`src/rtl/cdiv_pkg.sv`:
```
package cdiv_pkg;

  localparam int MAX_STG = 8;

  typedef struct packed {
    logic [MAX_STG-1:0] load;
    logic live;
  } cdivStrobe_t;

  // Returns k for a divisor 2^k-1 or 2^k+1 (k >= 2); 0 when unsupported.
  function automatic int findK(input int d);
    for (int k = 2; k <= 30; k++) begin
      if (((1 << k) - 1) == d || ((1 << k) + 1) == d) return k;
    end
    return 0;
  endfunction

  function automatic bit isPlus(input int d);
    int k;
    k = findK(d);
    if (k == 0) return 1'b0;
    return (((1 << k) + 1) == d);
  endfunction

  // Refinement stages needed so that the reciprocal covers w+1 bits.
  function automatic int refineCount(input int k, input int w);
    int m;
    m = 0;
    if (k <= 0) return 0;
    while ((k << (m + 1)) < (w + 1)) m++;
    return m;
  endfunction

endpackage

```
`src/rtl/cdiv_control.sv`:
```
module cdiv_control
  import cdiv_pkg::*;
#(
  parameter int LAT = 4,
  parameter int NSTG = 4
) (
  input  logic        clk,
  input  logic        rstN,
  input  logic        inValid,
  output cdivStrobe_t strobes,
  output logic        outValid
);

  generate
    if (LAT == 0) begin : g_comb
      always_comb begin
        strobes.load = {MAX_STG{inValid}};
        strobes.live = inValid;
      end
      assign outValid = inValid;
    end else begin : g_pipe
      localparam int IW = $clog2(LAT + 2) + 1;
      logic [LAT-1:0] vPipe;
      logic [IW-1:0]  inFlight;

      always_ff @(posedge clk) begin
        if (!rstN) vPipe <= '0;
        else       vPipe <= {vPipe[LAT-2:0], inValid};
      end

      always_comb begin
        strobes.load = '0;
        strobes.load[0] = inValid;
        for (int i = 1; i < NSTG; i++) strobes.load[i] = vPipe[i-1];
        strobes.live = vPipe[LAT-1];
      end
      assign outValid = vPipe[LAT-1];

      always_ff @(posedge clk) begin
        if (!rstN) inFlight <= '0;
        else inFlight <= inFlight + IW'(inValid) - IW'(outValid);
      end

      AST_INFLIGHT_BOUND: assert property (@(posedge clk) disable iff (!rstN)
        inFlight <= IW'(LAT));
      AST_IDLE_QUIET: assert property (@(posedge clk) disable iff (!rstN)
        (inFlight == '0) |-> !outValid);
    end
  endgenerate

endmodule

```
`src/rtl/cdiv_datapath.sv`:
```
module cdiv_datapath
  import cdiv_pkg::*;
#(
  parameter int WIDTH = 24,
  parameter int DIVISOR = 3,
  parameter int PIPE = 1
) (
  input  logic                           clk,
  input  logic                           rstN,
  input  cdivStrobe_t                    strobes,
  input  logic [WIDTH-1:0]               dividend,
  output logic [WIDTH-1:0]               quotient,
  output logic [$clog2(DIVISOR+1)-1:0]   remainder
);

  localparam int K    = findK(DIVISOR);
  localparam bit PLUS = isPlus(DIVISOR);
  localparam int NREF = refineCount(K, WIDTH);
  localparam int F    = 2 * K + $clog2(WIDTH) + 2;
  localparam int AW   = WIDTH + F;
  localparam int PW   = WIDTH + K + 2;
  localparam int RW   = $clog2(DIVISOR + 1);
  localparam int FIN  = NREF + 1;

  logic [AW-1:0]    accS [NREF+1];
  logic [WIDTH-1:0] nS   [NREF+1];

  // First estimate: N/2^k +/- N/2^2k, exact because F >= 2k.
  logic [AW-1:0] scaled, firstEst;
  assign scaled = {dividend, {F{1'b0}}};
  always_comb begin
    if (PLUS) firstEst = (scaled >> K) - (scaled >> (2 * K));
    else      firstEst = (scaled >> K) + (scaled >> (2 * K));
  end

  generate
    if (PIPE != 0) begin : g_s0
      logic [AW-1:0]    accR;
      logic [WIDTH-1:0] nR;
      always_ff @(posedge clk) begin
        if (strobes.load[0]) begin
          accR <= firstEst;
          nR   <= dividend;
        end
      end
      assign accS[0] = accR;
      assign nS[0]   = nR;
    end else begin : g_s0c
      assign accS[0] = firstEst;
      assign nS[0]   = dividend;
    end

    // Refinement: A <- A + A/2^s, s doubling each stage (2k, 4k, ...).
    for (genvar j = 1; j <= NREF; j++) begin : g_ref
      localparam int SH = K * (1 << j);
      logic [AW-1:0] sumV;
      assign sumV = accS[j-1] + (accS[j-1] >> SH);
      if (PIPE != 0) begin : g_r
        logic [AW-1:0]    accR;
        logic [WIDTH-1:0] nR;
        always_ff @(posedge clk) begin
          if (strobes.load[j]) begin
            accR <= sumV;
            nR   <= nS[j-1];
          end
        end
        assign accS[j] = accR;
        assign nS[j]   = nR;
      end else begin : g_c
        assign accS[j] = sumV;
        assign nS[j]   = nS[j-1];
      end
    end
  endgenerate

  // Correction: remainder by shift-add of the constant, then step up.
  logic [WIDTH-1:0] qEst, qOne, qTwo;
  logic [PW-1:0]    prod, diffA, diffB, diffC;
  logic             unusedFrac;

  assign qEst       = accS[NREF][AW-1:F];
  assign unusedFrac = ^accS[NREF][F-1:0];

  always_comb begin
    if (PLUS) prod = (PW'(qEst) << K) + PW'(qEst);
    else      prod = (PW'(qEst) << K) - PW'(qEst);
    diffA = PW'(nS[NREF]) - prod;
    if (diffA >= PW'(DIVISOR)) begin
      qOne  = qEst + 1'b1;
      diffB = diffA - PW'(DIVISOR);
    end else begin
      qOne  = qEst;
      diffB = diffA;
    end
    if (diffB >= PW'(DIVISOR)) begin
      qTwo  = qOne + 1'b1;
      diffC = diffB - PW'(DIVISOR);
    end else begin
      qTwo  = qOne;
      diffC = diffB;
    end
  end

  generate
    if (PIPE != 0) begin : g_fin
      always_ff @(posedge clk) begin
        if (strobes.load[FIN]) begin
          quotient  <= qTwo;
          remainder <= diffC[RW-1:0];
        end
      end
    end else begin : g_finc
      assign quotient  = qTwo;
      assign remainder = diffC[RW-1:0];
    end
  endgenerate

  AST_EST_NOT_HIGH: assert property (@(posedge clk) disable iff (!rstN)
    strobes.load[FIN] |-> (prod <= PW'(nS[NREF])));
  AST_EXACT: assert property (@(posedge clk) disable iff (!rstN)
    strobes.load[FIN] |->
      (64'(qTwo) * 64'(DIVISOR) + 64'(diffC) == 64'(nS[NREF])));
  AST_REM_BOUND: assert property (@(posedge clk) disable iff (!rstN)
    strobes.load[FIN] |-> (diffC < PW'(DIVISOR)));

endmodule

```
`src/rtl/cdiv_const.sv`:
```
module cdiv_const
  import cdiv_pkg::*;
#(
  parameter int WIDTH = 24,
  parameter int DIVISOR = 3,
  parameter int PIPE = 1
) (
  input  logic                         clk,
  input  logic                         rstN,
  input  logic                         inValid,
  input  logic [WIDTH-1:0]             dividend,
  output logic                         outValid,
  output logic [WIDTH-1:0]             quotient,
  output logic [$clog2(DIVISOR+1)-1:0] remainder
);

  localparam int K    = findK(DIVISOR);
  localparam int NREF = refineCount(K, WIDTH);
  localparam int NSTG = NREF + 2;
  localparam int LAT  = (PIPE != 0) ? NSTG : 0;

  generate
    if (K == 0) begin : g_bad_divisor
      $error("cdiv_const: DIVISOR must equal 2^k-1 or 2^k+1 with k >= 2");
    end
    if (WIDTH < 2 || NSTG > MAX_STG) begin : g_bad_width
      $error("cdiv_const: WIDTH out of supported range");
    end
  endgenerate

  cdivStrobe_t strobes;

  cdiv_control #(.LAT(LAT), .NSTG(NSTG)) u_ctrl (
    .clk(clk), .rstN(rstN), .inValid(inValid),
    .strobes(strobes), .outValid(outValid)
  );

  cdiv_datapath #(.WIDTH(WIDTH), .DIVISOR(DIVISOR), .PIPE(PIPE)) u_dp (
    .clk(clk), .rstN(rstN), .strobes(strobes), .dividend(dividend),
    .quotient(quotient), .remainder(remainder)
  );

endmodule

```
`config.mk`:
```
export PLATFORM = sky130hd
export DESIGN_NAME = cdiv_const
export DESIGN_NICKNAME = d
export VERILOG_FILES = /design/src/rtl/cdiv_pkg.sv /design/src/rtl/cdiv_control.sv /design/src/rtl/cdiv_datapath.sv /design/src/rtl/cdiv_const.sv
export SDC_FILE = /design/constraint.sdc
export NUM_CORES = 1
export LEC_CHECK = 0
export ABC_AREA = 1
export CAP_MARGIN = 25
export CORE_MARGIN = 2
export CORE_UTILIZATION = 55
export CTS_CLUSTER_DIAMETER = 50
export DETAILED_ROUTE_END_ITERATION = 12
export DONT_BUFFER_PORTS = 1
export PLACE_DENSITY_LB_ADDON = 0.25
export SYNTH_ARGS = -nofsm -noshare
export SYNTH_HDL_FRONTEND = slang
export SYNTH_HIERARCHICAL = 1
export SYNTH_SLANG_ARGS = --single-unit
```
`constraint.sdc`:
```
create_clock -name clk -period 15.8 [get_ports clk]
set_input_delay 3.16 -clock clk [delete_from_list [all_inputs] [get_ports clk]]
set_output_delay 3.16 -clock clk [all_outputs]
set_load 0.01 [all_outputs]
```
; After elaboration in Yosys (flattened, before gate mapping)
; Cells that the tools add are included.
; W data, S select, Z words.
[word_totals]
ff_bits = 267
latchBits = 0
ram_bits = 0
rom_bits = 0
inputBits = 27
output_inout_bits = 27
word_cells = 27
mem_count = 0
[op_classes]
add_sub_neg = 10
n_mul = 0
n_div = 0
n_lt_le_gt_ge = 2
eq_ne = 0
shifts = 0
mux = 4
n_bitwise = 0
n_reduce_logical = 0
[op_table]
columns = operator, n
row1 = $ge A28 B2 Y1 const B, 2
row2 = $add A24 B1 Y24 const B, 2
row3 = $mux W24, 2
row4 = $add A35 B19 Y35, 1
row5 = $add A35 B27 Y35, 1
row6 = $add A35 B31 Y35, 1
row7 = $add A33 B31 Y34, 1
row8 = $mux W28, 1
row9 = $sub A24 B28 Y28, 1
row10 = $sub A28 B2 Y28 const B, 1
row11 = $sub A26 B24 Y27, 1
row12 = $mux W2, 1
row13 = $sub A2 B2 Y2 const B, 1

; Longest topological paths before layout
[logic_depth]
ltp_word = 6
mapped_depth = 39
mapped_depth_nobuf = 39

; By module
; Netlist, hierarchy kept.
[by_module_without_submodules]
columns = mod, instances, cells_each, area_per_inst_um2, seq_area_each_um2
row1 = cdiv_datapath, 1, 1981, 16916.2, 7086.8
row2 = cdiv_control, 1, 21, 178.9, 100.1

; Worst setup path after synthesis
; No wires, ideal clock.
[synth_path]
kind = input port to flip-flop
start = in dividend[0]
end = reg u_dp.g_s0.accR[31], data pin
setup_time_ps = 258
t_arrival_ps = 5362
t_required_ps = 15542
path_slack_ps = 10180
path_stages = 19
path_buffers = 0
path_cell_list = ha_1 -> inv_1 -> fa_1 -> nor2_1 -> nor2_1 -> o21bai_1 -> a21oi_1 -> o21bai_1 -> a31oi_1 -> o21ai_0 -> nand3_1 -> nand2_1 -> nand2_1 -> nand2_1 -> nand2_1 -> nand2_1 -> nand3_1 -> nand2_1 -> xor2_1
[synth_via]
elab_chain_len = 1
[synth_rtl]
columns = item, line
row1 = start: declaration, cdiv_const.sv:11  ; input logic [WIDTH-1:0] dividend,
row2 = $add A33 B31 Y34, cdiv_datapath.sv:33  ; else firstEst = (scaled >> K) + (scaled >> (2 * K));
row3 = net u_dp.firstEst[31], cdiv_datapath.sv:29  ; logic [AW-1:0] scaled, firstEst;
row4 = end signal: assignment, cdiv_datapath.sv:42  ; accR <= firstEst;
row5 = end: declaration, cdiv_datapath.sv:38  ; logic [AW-1:0] accR;
; The timed path passes the listed nets, and every way through them passes these cells.
; A chain may end at the register's enable or synchronous reset.

; Worst setup path after layout
[layout_path]
start = reg u_dp.g_ref[3].g_r.accR[11]
end = reg u_dp.quotient[12], data pin
[layout_via]
elab_chain_len = 6
elab_cells_between_ends = 10
classes_between = 5 x add/sub / 2 x order compare / 3 x mux
[layout_rtl]
columns = item, line
row1 = start: declaration, cdiv_datapath.sv:59  ; logic [AW-1:0] accR;
row2 = start signal: assignment, cdiv_datapath.sv:63  ; accR <= sumV;
row3 = $sub A26 B24 Y27, cdiv_datapath.sv:86  ; else prod = (PW'(qEst) << K) - PW'(qEst);
row4 = $sub A24 B28 Y28, cdiv_datapath.sv:87  ; diffA = PW'(nS[NREF]) - prod;
row5 = $sub A28 B2 Y28 or $ge A28 B2 Y1 (tied branches), "cdiv_datapath.sv:90, cdiv_datapath.sv:88"
row6 = $mux W28 or $mux W24 (tied branches), cdiv_datapath.sv:88  ; if (diffA >= PW'(DIVISOR)) begin
row7 = $ge A28 B2 Y1 or $add A24 B1 Y24 (tied branches), "cdiv_datapath.sv:95, cdiv_datapath.sv:96"
row8 = $mux W24 (*), cdiv_datapath.sv:95  ; if (diffB >= PW'(DIVISOR)) begin
row9 = net u_dp.qTwo[12], cdiv_datapath.sv:77  ; logic [WIDTH-1:0] qEst, qOne, qTwo;
row10 = end signal: assignment, cdiv_datapath.sv:108  ; quotient <= qTwo;
row11 = end: declaration, cdiv_datapath.sv:12  ; output logic [WIDTH-1:0] quotient,
; The timed path passes the listed nets; every way through them passes the cells marked *.

==> metrics <==
CP bufs+invs 1; R2R Path End u_dp/quotient[12]$_DFFE_PP_; worst min-delay path category register to register; CTS max path bufs 3; DR pass1 iterations 5; syn_area_per_cell 8.54 sq um; Sink Count 241; hold path cells 0; Critical Path End Type register; largest net degree at the start of global routing 61; initial antenna violation count 0; Worst-path clk slew about 60 ps; final core occ just over 60%; vias in the first global route 13300; max incr delay on CP 500 ps; Setup Total Neg Slack 0 ps; die width 180 um; clock latency on the worst-skew pair 570 ps; Avg Vias per Cell 5.49; min cycle time layout 6110 ps; WP data arrival between 6000 and 7000 ps; Post-Route WL 40.4 mm; Seq. cell area ~7200 sq um; die area between 30000 and 40000 sq um; busiest layer in global routing met2; Slew Viols, Final 0; M1 GR Usage 30.0%; total CTS buffers 31; Final Skew 15.1 ps; CP Depth 33; Max VDD drop 0.126 mV; diode count 0; Critical Path RT 16120 ps; final-report hold violation count 0; fin worst setup slack around 9700 ps; Global Route met2 Usage a little under half; multi-input gate area in the final layout 8920 sq um; met3 Track Usage GR about 2.7%; share of layout cells above drive strength 1 around 7.8%; CTS resizes 0; row cnt 64; Post-CTS Setup Inserts 0; Leakage 0.00803 uW; CTS tree done; CP max stage cell edfxtp_1; H-tree depth reported by CTS 1; Avg WL per Cell ~17 um; I/O pins 54; CTS Hold Bufs 0; Worst path top cell family by delay simple AND/OR/NAND/NOR gates; RSZ-0062 raised after global routing false; DP Wirelength 32.6 mm; Worst Hold End u_dp/g_ref[1].g_r.nR[10]$_DFFE_PP_; first-iteration detailed-routing DRC count 881; gr ovfl total 0; syn_nets 2166; max_slew headroom a little over half; power after layout 2130 uW; startpoint types register; Detail Route Antenna Nets 0; status finished clean; HP Start u_dp/g_s0.nR[10]$_DFFE_PP_; first-pass GRT wire length 66.0 mm; Max-Cap Viols 0; IO Port Bufs 0; period utilization 38.7%; Max Clk Rate around 0.16 GHz; Core Area 30600 sq um; root buf cell clkbuf_16; Reg-to-Reg Start u_dp/g_ref[3].g_r.accR[11]$_DFFE_PP_; Worst R2R Setup Slack ~9700 ps; setup violators final 0; pwr/cell area 115 nW/um^2; DRC Markers 0; # fillers about 2600; Syn Std Cell Area 17100 sq um; crit path from u_dp/g_ref[3].g_r.accR[11]$_DFFE_PP_; Synth-to-Final Area Change 9.12%; Syn Inst Count 1997; Starting Density 55.8%; Worst Max-Slew Pin Slew 706 ps; CP Class register to register; detailed-route via count 13400; CP most frequent cell nand2_1; crit-path max FO 13; Vert. Die Dim around 180 um; Synth warnings 6; Final Wtd Congestion roughly 0.98; Final nets 2196; Setup WS pre-CTS 9740 ps; gr usage total 24.9%; FF-to-FF path depth 33
[routing by layer]
layer	up-vias	wire, um
li1	6823	-
met1	6150	16900
met2	349	20100
met3	109	1580
met4	0	1850
met5	-	0
[state kept, by name (all words and copies together) (netlist names)]
name,flops
u_ctrl/g_pipe.vPipe,5
u_dp/g_ref.g_r.accR,91
u_dp/g_ref.g_r.nR,70
u_dp/g_s0.accR,25
u_dp/g_s0.nR,24
u_dp/quotient,24
u_dp/remainder,2
[cell usage in the layout, fill, tap and decap left out, drive strengths merged, types with 3 or more instances in the layout]
cell / count
nor4: 5
edfxtp: 236
nor2: 177
nand3b: 6
inv: 244
and2: 3
xor2: 111
nor3: 33
fa: 4
o21bai: 16
clkinvlp: 4
ha: 138
buf: 4
clkinv: 8
clkbuf: 38
nand3: 130
dfxtp: 5
nand2: 550
nand4: 46
o21ai: 75
a21oi: 139
xnor2: 45
o21a: 4
a31oi: 8
[area by class of cell]
class,count,share of cell area (%)
clock buffer,38,4.42
inverter,238,4.80
multi-input combinational,1511,47.9
tap,396,2.66
timing repair buffer,4,0.269
clock inverter,20,1.32
sequential,241,38.6
[through the flow]
step | hold WS (ps) | std cells | instance area (sq um)
4_1_cts | 416 | 2448 | 18600
3_5_place_dp | 405 | 2390 | 17500
2_1_floorplan | 400 | 1997 | 17100
6_report | 417 | 2448 | 18600
5_1_grt | 421 | 2448 | 18600
3_3_place_gp | 401 | 2389 | 17500
[worst max path at each step]
stage	endpoint	slack [ps]
finish	u_dp/quotient[12]$_DFFE_PP_	9690
global placement	u_dp/quotient[12]$_DFFE_PP_	9860
floorplan	u_dp/g_s0.accR[31]$_DFFE_PP_	10180
global route	u_dp/quotient[12]$_DFFE_PP_	9000
CTS	u_dp/quotient[12]$_DFFE_PP_	9660
detailed placement	u_dp/quotient[12]$_DFFE_PP_	9740
[power breakdown]
group | total [uW] | switching [uW] | internal [uW]
clock | 706 | 291 | 415
sequential | 837 | 44.5 | 793
combinational | 590 | 371 | 219
total | 2130 | 706 | 1430
[worst register-to-register path, delay by kind of cell, from the launching register on]
family	cells	cell delay, ps
buffers and inverters	1	130
and+or+nand+nor	21	2680
adders and majority gates	3	960
DFF	1	500
AOI/OAI and AO/OA	5	1100
xor gates and xnor gates	3	500
(Power assumes the default switching activity.)
